### src/rtl/pla_pkg.sv
package pla_pkg;
  // Literal line index for the true and inverted form of input i.
  function automatic int lit_true(input int i);
    return 2 * i;
  endfunction

  function automatic int lit_inv(input int i);
    return 2 * i + 1;
  endfunction

  // Width of one configuration row: literal bits followed by output bits.
  function automatic int row_width(input int n_in, input int n_out);
    return 2 * n_in + n_out;
  endfunction
endpackage

### src/rtl/pla_cfg_store.sv
module pla_cfg_store #(
  parameter int N_TERM = 6,
  parameter int ROW_W  = 11,
  parameter int ADDR_W = 3
) (
  input  logic                            clk,
  input  logic                            rst,
  input  logic                            we,
  input  logic [ADDR_W-1:0]               addr,
  input  logic [ROW_W-1:0]                wdata,
  output logic [N_TERM-1:0][ROW_W-1:0]    rows
);
  logic [N_TERM-1:0] row_sel;

  // One decoded enable per row, so an address with no row selects nothing.
  for (genvar k = 0; k < N_TERM; k++) begin : g_dec
    assign row_sel[k] = we && (addr == ADDR_W'(k));
  end

  for (genvar k = 0; k < N_TERM; k++) begin : g_row
    always_ff @(posedge clk) begin
      if (rst) begin
        rows[k] <= '0;
      end else if (row_sel[k]) begin
        rows[k] <= wdata;
      end
    end
  end
endmodule

### src/rtl/pla_and_plane.sv
module pla_and_plane #(
  parameter int N_IN   = 4,
  parameter int N_TERM = 6,
  localparam int LIT_W = 2 * N_IN
) (
  input  logic [N_IN-1:0]                din,
  input  logic [N_TERM-1:0][LIT_W-1:0]   conn,
  output logic [N_TERM-1:0]              term
);
  import pla_pkg::*;

  logic [LIT_W-1:0] lits;

  for (genvar i = 0; i < N_IN; i++) begin : g_lit
    assign lits[lit_true(i)] = din[i];
    assign lits[lit_inv(i)]  = ~din[i];
  end

  // An unconnected literal is forced to 1, so it drops out of the AND.
  for (genvar k = 0; k < N_TERM; k++) begin : g_term
    assign term[k] = &(lits | ~conn[k]);
  end
endmodule

### src/rtl/pla_or_plane.sv
module pla_or_plane #(
  parameter int N_TERM = 6,
  parameter int N_OUT  = 3
) (
  input  logic [N_TERM-1:0]              term,
  input  logic [N_TERM-1:0][N_OUT-1:0]   conn,
  output logic [N_OUT-1:0]               sum
);
  for (genvar j = 0; j < N_OUT; j++) begin : g_out
    logic [N_TERM-1:0] col;
    for (genvar k = 0; k < N_TERM; k++) begin : g_col
      assign col[k] = conn[k][j];
    end
    assign sum[j] = |(term & col);
  end
endmodule

### src/rtl/pla_array.sv
module pla_array #(
  parameter int N_IN   = 4,
  parameter int N_TERM = 6,
  parameter int N_OUT  = 3,
  localparam int LIT_W  = 2 * N_IN,
  localparam int ROW_W  = LIT_W + N_OUT,
  localparam int ADDR_W = (N_TERM > 1) ? $clog2(N_TERM) : 1
) (
  input  logic              clk,
  input  logic              rst,
  input  logic              cfg_we,
  input  logic [ADDR_W-1:0] cfg_addr,
  input  logic [ROW_W-1:0]  cfg_row,
  input  logic [N_IN-1:0]   din,
  output logic [N_OUT-1:0]  dout
);
  logic [N_TERM-1:0][ROW_W-1:0] rows;
  logic [N_TERM-1:0][LIT_W-1:0] and_conn;
  logic [N_TERM-1:0][N_OUT-1:0] or_conn;
  logic [N_TERM-1:0]            term;

  pla_cfg_store #(.N_TERM(N_TERM), .ROW_W(ROW_W), .ADDR_W(ADDR_W)) u_store (
    .clk   (clk),
    .rst   (rst),
    .we    (cfg_we),
    .addr  (cfg_addr),
    .wdata (cfg_row),
    .rows  (rows)
  );

  for (genvar k = 0; k < N_TERM; k++) begin : g_split
    assign and_conn[k] = rows[k][LIT_W-1:0];
    assign or_conn[k]  = rows[k][ROW_W-1:LIT_W];
  end

  pla_and_plane #(.N_IN(N_IN), .N_TERM(N_TERM)) u_and (
    .din  (din),
    .conn (and_conn),
    .term (term)
  );

  pla_or_plane #(.N_TERM(N_TERM), .N_OUT(N_OUT)) u_or (
    .term (term),
    .conn (or_conn),
    .sum  (dout)
  );
endmodule

### config.mk
export PLATFORM = sky130hd
export DESIGN_NAME = pla_array
export DESIGN_NICKNAME = d
export VERILOG_FILES = /design/src/rtl/pla_pkg.sv /design/src/rtl/pla_cfg_store.sv /design/src/rtl/pla_and_plane.sv /design/src/rtl/pla_or_plane.sv /design/src/rtl/pla_array.sv
export SDC_FILE = /design/constraint.sdc
export NUM_CORES = 1
export LEC_CHECK = 0
export ABC_CLOCK_PERIOD_IN_PS = 1300
export BUFFER_PORTS_ARGS = -buffer_cell sky130_fd_sc_hd__buf_2
export CORE_AREA = 2 2 101 94
export CTS_CLUSTER_DIAMETER = 100
export DETAILED_ROUTE_END_ITERATION = 7
export DIE_AREA = 0 0 103 96
export PLACE_DENSITY = 0.48
export SLEW_MARGIN = 20
export SYNTH_ARGS = -nofsm -noshare
export SYNTH_HDL_FRONTEND = slang
export SYNTH_HIERARCHICAL = 1
export SYNTH_SLANG_ARGS = --single-unit
### constraint.sdc
create_clock -name clk -period 1.3 [get_ports clk]
set_input_delay 0.195 -clock clk [delete_from_list [all_inputs] [get_ports clk]]
set_output_delay 0.195 -clock clk [all_outputs]
set_load 0.005 [all_outputs]
==> metrics.txt <==
antenna violations before repair 0; required time of the critical path 1.11 ns; Die Width 103 µm; status complete, but fails checks; peak supply drop 0.4453 mV; Hold Crit Depth 3; layout net count 334; Core Util, Final 41.55%; DRT Pass-1 Iters 4; commonest non-fill, non-tap cell in the layout mux2i_1; Residual DRC 0; area grow syn2layout 21.39%; unrepaired setup endpoints after global routing true; DR vias 2048; Routability Congestion roughly 0.74; PortBufs 23; Ys Warns 6; static leakage 1.709 nW; fin worst setup slack -0.3204 ns; worst slew pin tran 0.3618 ns; Clock Skews 0 ns; Rows 33; Post-CTS Hold Buffers 0; Final ANT Viol Nets 0; ranking of synthesized cells by area dfxtp_1, mux2i_1, nand2b_1; Highest Clock Rate 0.6171 GHz; total CTS buffers 9; largest registers u_store/rows x66; Mapped Nets 298; Crit path arrival time 1.43 ns; Largest register FFs 66; ratio of cells with drive above 1 in the final layout between 20% and 30%; drt wl/cell roughly 16 µm; failing checks setup timing; Die ar. 0.009888 mm²; fin crit share 124.6%; Setup crit start kind register; grt ovf 0; synthesized cell area around 0.0030 mm²; TritonCTS clock tree yes; Worst setup EP type primary output; Reg2Reg Depth 3; Iteration-0 DRC Markers between 80 and 90; Max Cap Violations 0; first-pass GRT wire length 11450 µm; diode count 0; clk root buf clkbuf_8; Max Slew Vio Count 0; DR vias/cell 4.655; Final HPWL DP 5074 µm; Initial Util 34.23%; CP Max Fanout 3; Vert. Die Dim 96 µm; post-synth top area share 43.69%; worst slack at placement -0.2640 ns; # clock sinks 66; commonest non-fill, non-tap cells in the layout mux2i_1, nand2b_1, dfxtp_1, buf_2, buf_4; Mean Syn Cell Area 10.92 µm²; largest net degree at the start of global routing 31; Ports 24; WL final a little over 7000 µm; Worst-Skew Late Latency 0.33 ns; sequential element share of the synthesized area 43.69%; power density of the placed cells 1239 mW/mm²; #FFs+latches synth 66; Final min period 1.620 ns; Final Hold Fails 0; final setup violation count 3; CP Class register to primary output; Clock transition at path regs 0.07 ns; number of global-route vias before repair ~2100; Syn Inst Count 277; hold crit path type input pin to register; Synth area leader dfxtp_1; Netlist cell types 14; GRT Util Overall roughly 16%; Max-slew headroom between 70% and 80%; total power 4.548 mW; H-tree depth 3; most flop-heavy register u_store/rows; Core Region 0.008836 mm²; Max clock buf depth 2
[report_power, final]
part	total, mW	switching, mW	internal, mW
Sequential	2.09	0.0262	2.07
Combinational	0.404	0.199	0.205
Clock	2.05	0.778	1.27
[worst max-delay path: stages, from the launching register on]
cell     delay, ns
dfxtp_1       0.32
mux2i_1       0.20
and4_4        0.29
a22oi_2       0.08
nand3_1       0.09
buf_2         0.12
[timing repair]
item,CTS,global route
gates resized for setup,19,8
setup buffers,0,0
pin swaps,2,4
setup endpoints to repair,3,3
[worst paths after layout]
kind | slack (ns) | to | from
setup / recovery | -0.32 | dout[0] | u_store/rows[7]
hold / removal | 0.27 | u_store/rows[48] | cfg_row[4]
setup reg to reg | 0.60 | u_store/rows[15] | u_store/rows[15]
hold reg to reg | 0.47 | u_store/rows[11] | u_store/rows[11]
[area by class of cell]
| class | count | area (µm²) |
|---|---|---|
| fill | 902 | 5165 |
| timing repair buffer | 43 | 290.3 |
| multi-input combinational | 193 | 1664 |
| sequential | 66 | 1330 |
| clock buffer | 11 | 131.4 |
| tap | 122 | 152.6 |
| clock inverter | 5 | 102.6 |
[cells in the mapped netlist (all sizes together)]
| master | n |
|---|---|
| a22oi | 9 |
| dfxtp | 66 |
| nand3 | 3 |
| nand4b | 2 |
| buf | 10 |
| or4b | 1 |
| clkbuf | 8 |
| nand4bb | 3 |
| nor4bb | 2 |
| and4 | 6 |
| mux2i | 90 |
| nand2b | 77 |
[per-layer routing]
metal | share of wire (%) | vias to the layer above | track usage, %
met5 | 0 | - | 0
met4 | 1.0 | 0 | 4.825
met1 | 50 | 979 | 20.86
li1 | - | 1033 | -
met2 | 46 | 30 | 25.11
met3 | 3.2 | 6 | 4.575
[metrics by stage]
step	std cells	setup TNS (ns)	instance area (µm²)	hold WS (ns)
global route	440	-1.176	3671	0.2728
detailed placement	424	-0.9479	3369	0.4625
floorplan	277	0	3024	0.4118
CTS	440	-1.074	3645	0.2564
finish	440	-0.9356	3671	0.2671
global placement	424	-1.038	3369	0.4582
[kinds of logic after synthesis]
group	Yosys count	share of synthesized area [%]
mux	90	29.79
simple gates	94	20.85
buf+inv	18	3.434
compound gates	9	2.234
flops	66	43.69
(Power assumes the default switching activity.)
